$ cat config.mk
export PLATFORM = sky130hd
export DESIGN_NAME = fdma_chan_arbiter
export DESIGN_NICKNAME = d
export VERILOG_FILES = /design/src/rtl/fdma_arb_pkg.sv /design/src/rtl/fdma_port_map.sv /design/src/rtl/fdma_prio_pick.sv /design/src/rtl/fdma_chan_arbiter.sv
export SDC_FILE = /design/constraint.sdc
export NUM_CORES = 1
export LEC_CHECK = 0
export BUFFER_PORTS_ARGS = -buffer_cell sky130_fd_sc_hd__buf_2
export CAP_MARGIN = 15
export CORE_ASPECT_RATIO = 1.5
export CORE_MARGIN = 1.5
export CORE_UTILIZATION = 36
export CTS_BUF_LIST = sky130_fd_sc_hd__clkbuf_8
export CTS_CLUSTER_SIZE = 12
export DETAILED_ROUTE_END_ITERATION = 8
export MAX_ROUTING_LAYER = met4
export PLACE_DENSITY = 0.69
export SYNTH_ARGS = -nofsm -noshare
export SYNTH_HDL_FRONTEND = slang
export SYNTH_SLANG_ARGS = --single-unit
$ cat constraint.sdc
create_clock -name clk -period 1.7 [get_ports clk]
set_input_delay 0.255 -clock clk [delete_from_list [all_inputs] [get_ports clk]]
set_output_delay 0.255 -clock clk [all_outputs]
set_load 0.02 [all_outputs]
$ cat src/rtl/fdma_arb_pkg.sv
package fdma_arb_pkg;

    typedef enum logic [0:0] {
        ARB_IDLE = 1'b0,
        ARB_HOLD = 1'b1
    } arb_state_e;

endpackage

$ cat src/rtl/fdma_port_map.sv
// Splits the eligible channels into per-port candidate sets.
module fdma_port_map #(
    parameter int NUM_INJ = 6,
    localparam int NUM_CH = NUM_INJ + 2
) (
    input  logic [NUM_CH-1:0]  ch_req,
    input  logic [NUM_CH-1:0]  ch_active,
    input  logic [NUM_INJ-1:0] inj_port_sel,
    output logic [NUM_CH-1:0]  cand_p0,
    output logic [NUM_CH-1:0]  cand_p1
);
    localparam int EXT0 = NUM_INJ;
    localparam int EXT1 = NUM_INJ + 1;

    logic [NUM_CH-1:0] elig;
    assign elig = ch_req & ch_active;

    for (genvar i = 0; i < NUM_INJ; i++) begin : g_inj
        assign cand_p0[i] = elig[i] & ~inj_port_sel[i];
        assign cand_p1[i] = elig[i] &  inj_port_sel[i];
    end

    // extraction channels are tied to their own port
    assign cand_p0[EXT0] = elig[EXT0];
    assign cand_p0[EXT1] = 1'b0;
    assign cand_p1[EXT0] = 1'b0;
    assign cand_p1[EXT1] = elig[EXT1];

endmodule

$ cat src/rtl/fdma_prio_pick.sv
// Highest index wins; extraction channels sit above injection channels.
module fdma_prio_pick #(
    parameter int WIDTH = 8
) (
    input  logic [WIDTH-1:0] cand,
    output logic [WIDTH-1:0] pick,
    output logic             any
);
    always_comb begin
        pick = '0;
        any  = 1'b0;
        for (int i = 0; i < WIDTH; i++) begin
            if (cand[i]) begin
                pick    = '0;
                pick[i] = 1'b1;
                any     = 1'b1;
            end
        end
    end
endmodule

$ cat src/rtl/fdma_chan_arbiter.sv
module fdma_chan_arbiter
    import fdma_arb_pkg::*;
#(
    parameter int NUM_INJ = 6,
    localparam int NUM_CH = NUM_INJ + 2
) (
    input  logic              clk,
    input  logic              rst_n,
    input  logic [NUM_CH-1:0] ch_req,
    input  logic [NUM_CH-1:0] ch_active,
    input  logic [NUM_CH-1:0] ch_eof,
    input  logic [NUM_INJ-1:0] inj_port_sel,
    output logic [NUM_CH-1:0] grant,
    output logic              grant_port
);
    localparam int EXT0 = NUM_INJ;
    localparam int EXT1 = NUM_INJ + 1;
    localparam int NUM_PORTS = 2;

    arb_state_e state_q, state_d;
    logic [NUM_CH-1:0] grant_q, grant_d;
    logic              port_q, port_d;
    logic              last_q, last_d;

    logic [NUM_PORTS-1:0][NUM_CH-1:0] cand;
    logic [NUM_PORTS-1:0][NUM_CH-1:0] pick;
    logic [NUM_PORTS-1:0]             any;

    logic [NUM_CH-1:0] cand_p0, cand_p1;

    fdma_port_map #(.NUM_INJ(NUM_INJ)) u_map (
        .ch_req       (ch_req),
        .ch_active    (ch_active),
        .inj_port_sel (inj_port_sel),
        .cand_p0      (cand_p0),
        .cand_p1      (cand_p1)
    );

    assign cand[0] = cand_p0;
    assign cand[1] = cand_p1;

    for (genvar p = 0; p < NUM_PORTS; p++) begin : g_port
        fdma_prio_pick #(.WIDTH(NUM_CH)) u_pick (
            .cand (cand[p]),
            .pick (pick[p]),
            .any  (any[p])
        );
    end

    // port choice: prefer the port not served last, skip an empty one
    logic              pref_port;
    logic              win_port;
    logic              win_any;
    logic [NUM_CH-1:0] win_grant;

    always_comb begin
        pref_port = ~last_q;
        win_port  = any[pref_port] ? pref_port : ~pref_port;
        win_any   = |any;
        win_grant = pick[win_port];
    end

    // owner finished: last beat seen or channel deactivated
    logic release_w;
    assign release_w = (state_q == ARB_HOLD) &&
                       (((grant_q & ch_eof) != '0) || ((grant_q & ch_active) != grant_q));

    // next-state and output logic
    always_comb begin
        state_d = state_q;
        grant_d = grant_q;
        port_d  = port_q;
        last_d  = last_q;
        unique case (state_q)
            ARB_IDLE: begin
                if (win_any) begin          // TAKE
                    state_d = ARB_HOLD;
                    grant_d = win_grant;
                    port_d  = win_port;
                    last_d  = win_port;
                end
            end
            ARB_HOLD: begin
                if (release_w) begin
                    if (win_any) begin      // HANDOVER
                        grant_d = win_grant;
                        port_d  = win_port;
                        last_d  = win_port;
                    end else begin          // DRAIN
                        state_d = ARB_IDLE;
                        grant_d = '0;
                        port_d  = 1'b0;
                    end
                end                         // else KEEP
            end
        endcase
    end

    always_ff @(posedge clk) begin
        if (!rst_n) state_q <= ARB_IDLE;
        else        state_q <= state_d;
    end

    always_ff @(posedge clk) begin
        if (!rst_n) begin
            grant_q <= '0;
            port_q  <= 1'b0;
            last_q  <= 1'b1;   // so port 0 is preferred first
        end else begin
            grant_q <= grant_d;
            port_q  <= port_d;
            last_q  <= last_d;
        end
    end

    assign grant      = grant_q;
    assign grant_port = port_q;

    // ---------------- assertions ----------------
    assert_grant_onehot_R2: assert property (@(posedge clk) disable iff (!rst_n)
        $onehot0(grant));

    assert_idle_port_zero_R2: assert property (@(posedge clk) disable iff (!rst_n)
        (grant == '0) |-> (grant_port == 1'b0));

    assert_new_grant_eligible_R3: assert property (@(posedge clk) disable iff (!rst_n)
        (grant != '0 && grant != $past(grant)) |-> (($past(ch_req & ch_active) & grant) == grant));

    assert_ext0_port_R4: assert property (@(posedge clk) disable iff (!rst_n)
        grant[EXT0] |-> (grant_port == 1'b0));

    assert_ext1_port_R4: assert property (@(posedge clk) disable iff (!rst_n)
        grant[EXT1] |-> (grant_port == 1'b1));

    assert_alternate_ports_R7: assert property (@(posedge clk) disable iff (!rst_n)
        (state_q == ARB_HOLD && release_w && any[~port_q]) |=> (grant_port != $past(grant_port)));

    assert_hold_until_done_R9: assert property (@(posedge clk) disable iff (!rst_n)
        (grant != '0 && (grant & ch_eof) == '0 && (grant & ch_active) == grant)
        |=> (grant == $past(grant)));

    assert_drain_to_zero_R10: assert property (@(posedge clk) disable iff (!rst_n)
        (state_q == ARB_HOLD && release_w && !(|any)) |=> (grant == '0));

endmodule

# Word-level counts from Yosys, hierarchy flattened
# Cells that the tools add are included.
# word_totals
register_bits	11
out_inout_bits	9
input_bits	32
# op_classes
bitwise_logic	23
n_mux	47
n_eq_ne	3
reduce_logical	5
n_lt_le_gt_ge	2
# ops
cell	count
two-way mux 8 bit	6
two-way mux 1 bit	26
AND 8 bit	3
case mux 8 bit (2 select lines)	1
AND 1 bit	12
two-way mux 6 bit	2
two-way mux 5 bit	2
two-way mux 4 bit	2
!= test 8 bit	1
NOT 1 bit	8
nonzero test 8 bit	1
two-way mux 7 bit	1
two-way mux 3 bit	2
case mux 1 bit (2 select lines)	3
< comparator 1 x 2 -> 1 bit, second input constant	2
two-way mux 2 bit	2
!= test 2 x 1 -> 1 bit, second input constant	1
!= test 2 bit, second input constant	1
AND reduction 2 bit	1
OR reduction 2 bit	1
logical AND 1 bit	1
logical OR 1 bit	1

# Depth between registers and ports, before layout
# Gate-level depths: netlist of run 1.
# logic_depth
ltp_word	17
depth_mapped	6

# Hierarchy
# From an unflattened synthesis of run 1, not the netlist that was laid out.
# unflattened
cells_unflattened	108
area_unflattened_um2	950.9
# modules_own_cells
mod	instances	cells_each	area_per_inst_um2
fdma_chan_arbiter	1	67	629.4
fdma_prio_pick	2	12	96.3
fdma_port_map	1	17	128.9

# Worst setup path before layout of run 1
# Ideal clock, no wire load.
# synth_timing
path_kind	reg-to-reg
from	register grant_q[1] (netlist: grant[1])
to	register grant_q[1] (netlist: grant[1])
arrival_time_ns	1.368
period_less_slack_ns	1.510
slack_ns	0.190
stages_incl_launch_ff	5
t_required_ns	1.559
path_buffers	0
setup_time_ns	0.141
cell_sequence	dfxtp_1 a22oi_1 nand4_1 o21ai_0 o21ai_0
# synth_between
elab_chain_cells	6
# synth_lines
item	line_no	text
from (decl)	fdma_chan_arbiter.sv:21	logic [NUM_CH-1:0] grant_q, grant_d;
from (signal assigned)	fdma_chan_arbiter.sv:110	grant_q <= grant_d;
AND 8 bit	fdma_chan_arbiter.sv:66	(((grant_q & ch_eof) != '0) || ((grant_q & ch_active) != grant_q));
!= test 8 bit / nonzero test 8 bit (equally long branches)	fdma_chan_arbiter.sv:66	
logical OR 1 bit *	fdma_chan_arbiter.sv:66	
logical AND 1 bit *	fdma_chan_arbiter.sv:65	assign release_w = (state_q == ARB_HOLD) &&
!= test 2 x 1 -> 1 bit (no source line) *	--	
AND reduction 2 bit (no source line) *	--	
# Mark *: on every way between the ends. The rest lies on a longest branch, timed or not.
# A chain may end at the register's enable or synchronous reset.

# Worst setup path after layout of run 1
# layout_timing
from	register grant_q[1] (netlist: grant[1])
to	register grant_q[6] (netlist: grant[6])
# The elaborated chain is that of the path after synthesis.

==> metrics, run 1 <==
CTS tree=done; area of the mapped netlist=873 sq um; area delta synth->final=31.8%; WL per Instance=15.2 um; post-synthesis cell count=111; drt drc=0; GP Congestion=0.980; YS warnings=0; clock sink total=11; Chip Height=63.3 um; Seq/Total Area, Yosys=0.252; maximum clock rate=669 MHz; antenna diode count=0; GRT overflow=0; Tcrit/Tclk final=0.880; critical path's top delay family=compound AO/OA/AOI/OAI gates; Post-CTS Hold Buffers=0; wirelength, routed=2700 um; CP Class=reg -> reg; ANT nets after route=0; setup ws final=204 ps; Post-Layout Cell Count=178; vias post-DR=1063; status=complete, no violations; pre-CTS setup slack=-38.7 ps; post-DR vias/cell=5.97; Tot GR Track Use=0.219; Initial Util=0.386; total die area=2740 sq um; syn avg cell area=7.87 sq um; H-tree depth=1; most frequent cell after synthesis=o21ai_0; crit-path max FO=9; CP bufs+invs=0; Std-Cell Rows=21; final hold violation count=0; CP startpoint kind=flop; CORE AREA=2260 sq um; syn_nets=143; # port buffers=40; pin count of the biggest net entering global routing=13; max-slew violations=0; Crit path arrival time=1630 ps; clk_skew=6.41 ps; dpl cells=174; cts bufs inserted=3; minimum clock period=1500 ps; RSZ-0062 raised after global routing=false; Async SR Flop Fraction=0; layout cells sized above 1=0.329; Post-CTS Setup Inserts=0; # resized after CTS=0; Final #Nets=188; P_leak=0.000553 uW; Pwr Total=843 uW; Power Dens Cells=732 nW/um^2; Synth top cells by count=14 x o21ai_0, 11 x dfxtp_1, 11 x nand3_1, 9 x inv_1, 8 x nand2_1; post-synth cell types=38; initial antenna violation count=0; Yosys top cell by area=dfxtp_1; ranking of synthesized cells by area=dfxtp_1 25%, o21ai_0 8.0%, nand3_1 6.3%; worst hold path type=in -> reg; utilization after layout=0.509; CP endpoint kind=flop; EDFF count, synth=0; Clock Tree Buf Depth=2; first-pass GRT wire length=4580 um; Synth top area share=0.252; 1st-iter DRT viols=26; Yosys reg bits=11; slowest CP cell=o21ai_4; Most used DFF post-synth=dfxtp_1; final setup fails=0; I/O pin total=41; Clk pin slew, worst setup/hold paths=60 ps; peak supply drop=269 uV; 1st-pass router iterations=4; max-cap violation count=0; placed wire-length estimate=2230 um; number of global-route vias before repair=1096; Root Driver=clkbuf_8; Clk Latency, worst-skew pair=240 ps; critical-path cell list=a22oi_1, nand4_1, o21ai_4, mux2i_1, nor2b_1; Max-Slew Margin vs Limit=0.750; largest stage delay on the critical path=340 ps; Die X=43.2 um; Slew @ Worst Pin=375 ps; Worst EP required=1840 ps
## worst min-delay path, delay by kind of cell
family / cells / cell delay (ps)
buf+inv: 1 / 130
simple gates: 1 / 70
compound gates: 1 / 70
## power breakdown
part	switching (uW)	leakage, uW	internal, uW
Combinational	172	0.000436	116
Clock	107	0.0000269	159
Sequential	12.0	0.0000899	276
## state kept, by name, summed over array words and instances, names as in the netlist
| name | flops |
|---|---|
| grant | 8 |
| grant_port | 1 |
| state_q | 1 |
| last_q | 1 |
## final timing paths
kind                            slack [ps]               startpoint                      end  cells past startpoint
worst min-delay path                   320                ch_req[4]    grant[4]$_SDFFE_PN0P_                      3
worst min register to register         480  grant_port$_SDFFE_PN0P_  grant_port$_SDFFE_PN0P_                      2
worst max register to register         200    grant[1]$_SDFFE_PN0P_    grant[6]$_SDFFE_PN0P_                      5
worst max-delay path                   200    grant[1]$_SDFFE_PN0P_    grant[6]$_SDFFE_PN0P_                      5
## cell families after synthesis
family                 after synthesis  share of synthesized area
buffers and inverters               10                     0.0430
and+or+nand+nor                     49                      0.324
DFF                                 11                      0.252
AOI/OAI and AO/OA                   40                      0.370
muxes                                1                     0.0115
## layer usage
| layer | track usage | up-vias | part of all wire |
|---|---|---|---|
| met3 | 0.0344 | 11 | 0.044 |
| met5 | - | - | 0 |
| met2 | 0.377 | 45 | 0.51 |
| met1 | 0.222 | 494 | 0.41 |
| li1 | - | 513 | - |
| met4 | 0.136 | 0 | 0.028 |
## cells in the final DEF (no fill, tap or decap), types with 2 or more instances in the layout
| cell | Yosys | routed |
|---|---|---|
| dfxtp_1 | 11 | 11 |
| a31oi_1 | 2 | 2 |
| a32oi_1 | 3 | 3 |
| o21a_1 | 2 | 2 |
| clkbuf_8 | 0 | 3 |
| a22oi_1 | 2 | 2 |
| buf_2 | 0 | 40 |
| nor2_1 | 6 | 6 |
| and3b_1 | 5 | 5 |
| o21ai_0 | 14 | 14 |
| nand3_1 | 11 | 11 |
| nand4_1 | 2 | 2 |
| nor4_1 | 2 | 2 |
| nor2b_1 | 2 | 2 |
| a21oi_1 | 3 | 3 |
| o31ai_1 | 2 | 2 |
| nand2_1 | 8 | 8 |
| inv_1 | 9 | 10 |
| and2_1 | 2 | 2 |
| nor3_1 | 2 | 2 |
| nand2b_1 | 3 | 3 |
| and3_1 | 2 | 2 |
## per-stage QoR
step	area, sq um	TNS [ps]	hold WS [ps]
6_report	1150	0	325
4_1_cts	1150	0	328
3_3_place_gp	1110	0	462
5_1_grt	1150	0	352
3_5_place_dp	1110	-39.6	479
2_1_floorplan	873	0	404
## cell type report
class                           count  area (sq um)
Clock inverter                      1          3.75
Inverter                            9          33.8
Timing Repair Buffer               41           208
Fill cell                         237          1110
Multi-Input combinational cell     90           616
Sequential cell                    11           220
Tap cell                           23          28.8
Clock buffer                        3          41.3
Power figures use the tool's default switching activity.
==> run 2, diff against run 1 <==
MAX_ROUTING_LAYER = not set   (was met4)
SLEW_MARGIN = 20   (was not set)
==> metrics, run 2 (synthesized netlist as in run 1, its figures left out) <==
most common cell after layout, fill and taps aside=buf_2; RSZ-0062 raised after global routing=false; worst hold path type=in -> reg; pre-CTS setup slack=-5.82 ps; Root Driver=clkbuf_8; Post-CTS Hold Buffers=0; status=complete, no violations; final setup TNS=0 ps; vias post-DR=1043; Multi-input gate area=616 sq um; Crit path arrival time=1650 ps; I/O pin total=41; setup ws final=190 ps; r2r setup slk=190 ps; Worst EP required=1840 ps; number of global-route vias before repair=983; max-cap violation count=0; FILL cells=241; cts bufs inserted=3; critical-path cell list=a22oi_1, nand4_1, o21ai_4, mux2i_1, nor2b_1; Tcrit/Tclk final=0.888; Post-CTS Setup Inserts=0; final hold violation count=0; crit-path max FO=9; # resized after CTS=0; Clk pin slew, worst setup/hold paths=50 ps; Initial Util=0.386; dpl cells=174; area delta synth->final=31.8%; antenna diode count=0; CP bufs+invs=0; GRT overflow=0; layout cells sized above 1=0.329; initial antenna violation count=0; Clock Tree Buf Depth=2; Clk Latency, worst-skew pair=250 ps; P_leak=0.000553 uW; Max-Slew Margin vs Limit=0.772; Post-Layout Cell Count=178; critical path's top delay family=compound AO/OA/AOI/OAI gates; maximum clock rate=662 MHz; Chip Height=63.3 um; final instance area=1150 sq um; Register Area=220 sq um; clk_skew=6.52 ps; CP startpoint kind=flop; GP Congestion=0.950; 1st-iter DRT viols=31; Power Dens Cells=730 nW/um^2; Placed Area=1110 sq um; 1st-pass router iterations=4; final setup fails=0; most frequent cells in the layout=40 x buf_2, 14 x o21ai_0, 11 x nand3_1, 11 x dfxtp_1, 10 x inv_1; total die area=2740 sq um; ANT nets after route=0; Slew @ Worst Pin=343 ps; H-tree depth=1; Die X=43.2 um; first-pass GRT wire length=4060 um; max reg flops=8; minimum clock period=1510 ps; Final #Nets=188; utilization after layout=0.509; wirelength, routed=2620 um; peak supply drop=327 uV; CP endpoint kind=flop; placed wire-length estimate=2170 um; CTS tree=done; CP Class=reg -> reg; clock sink total=11; drt drc=0; post-DR vias/cell=5.86; largest stage delay on the critical path=350 ps; max-slew violations=0; # port buffers=40; WL per Instance=14.7 um; CORE AREA=2260 sq um; pin count of the biggest net entering global routing=13; Tot GR Track Use=0.195; Std-Cell Rows=21; slowest CP cell=o21ai_4
==> run 2: stage by stage <==
stage                     hold WS, ps  power, uW
after detailed placement          479        577
after floorplan                   404        468
final                             320        841
after global routing              340        878
after global placement            462        570
after CTS                         319        839
==> run 2: worst min-delay path, stage by stage <==
cell     delay [ps]
buf_2           130
nand2_1          70
o31ai_1          70
==> run 2: where the power goes <==
| part | internal [uW] | switching, uW |
|---|---|---|
| logic | 116 | 172 |
| clock network | 159 | 106 |
| registers | 277 | 12.1 |
| total | 551 | 289 |
==> run 2: final timing paths <==
| kind | start | endpoint | depth (start not counted) |
|---|---|---|---|
| max reg2reg | grant[1]$_SDFFE_PN0P_ | grant[6]$_SDFFE_PN0P_ | 5 |
| min reg2reg | grant_port$_SDFFE_PN0P_ | grant_port$_SDFFE_PN0P_ | 2 |
| max | grant[1]$_SDFFE_PN0P_ | grant[6]$_SDFFE_PN0P_ | 5 |
| min | ch_req[4] | grant[4]$_SDFFE_PN0P_ | 3 |
==> run 2: metal layers <==
| layer | vias to the layer above | global-route usage | routed length, um |
|---|---|---|---|
| met5 | - | 0 | 0 |
| met4 | 0 | 0.121 | 87 |
| met3 | 9 | 0.0143 | 145 |
| met2 | 47 | 0.336 | 1340 |
| met1 | 475 | 0.223 | 1050 |
| li1 | 512 | - | - |
==> run 2: layout make-up <==
| type | count | area share |
|---|---|---|
| multi-input combinational | 90 | 0.535 |
| sequential | 11 | 0.191 |
| timing repair buffer | 41 | 0.180 |
| clock buffer | 3 | 0.0359 |
| inverter | 9 | 0.0293 |
| tap | 23 | 0.0250 |
| clock inverter | 1 | 0.00326 |
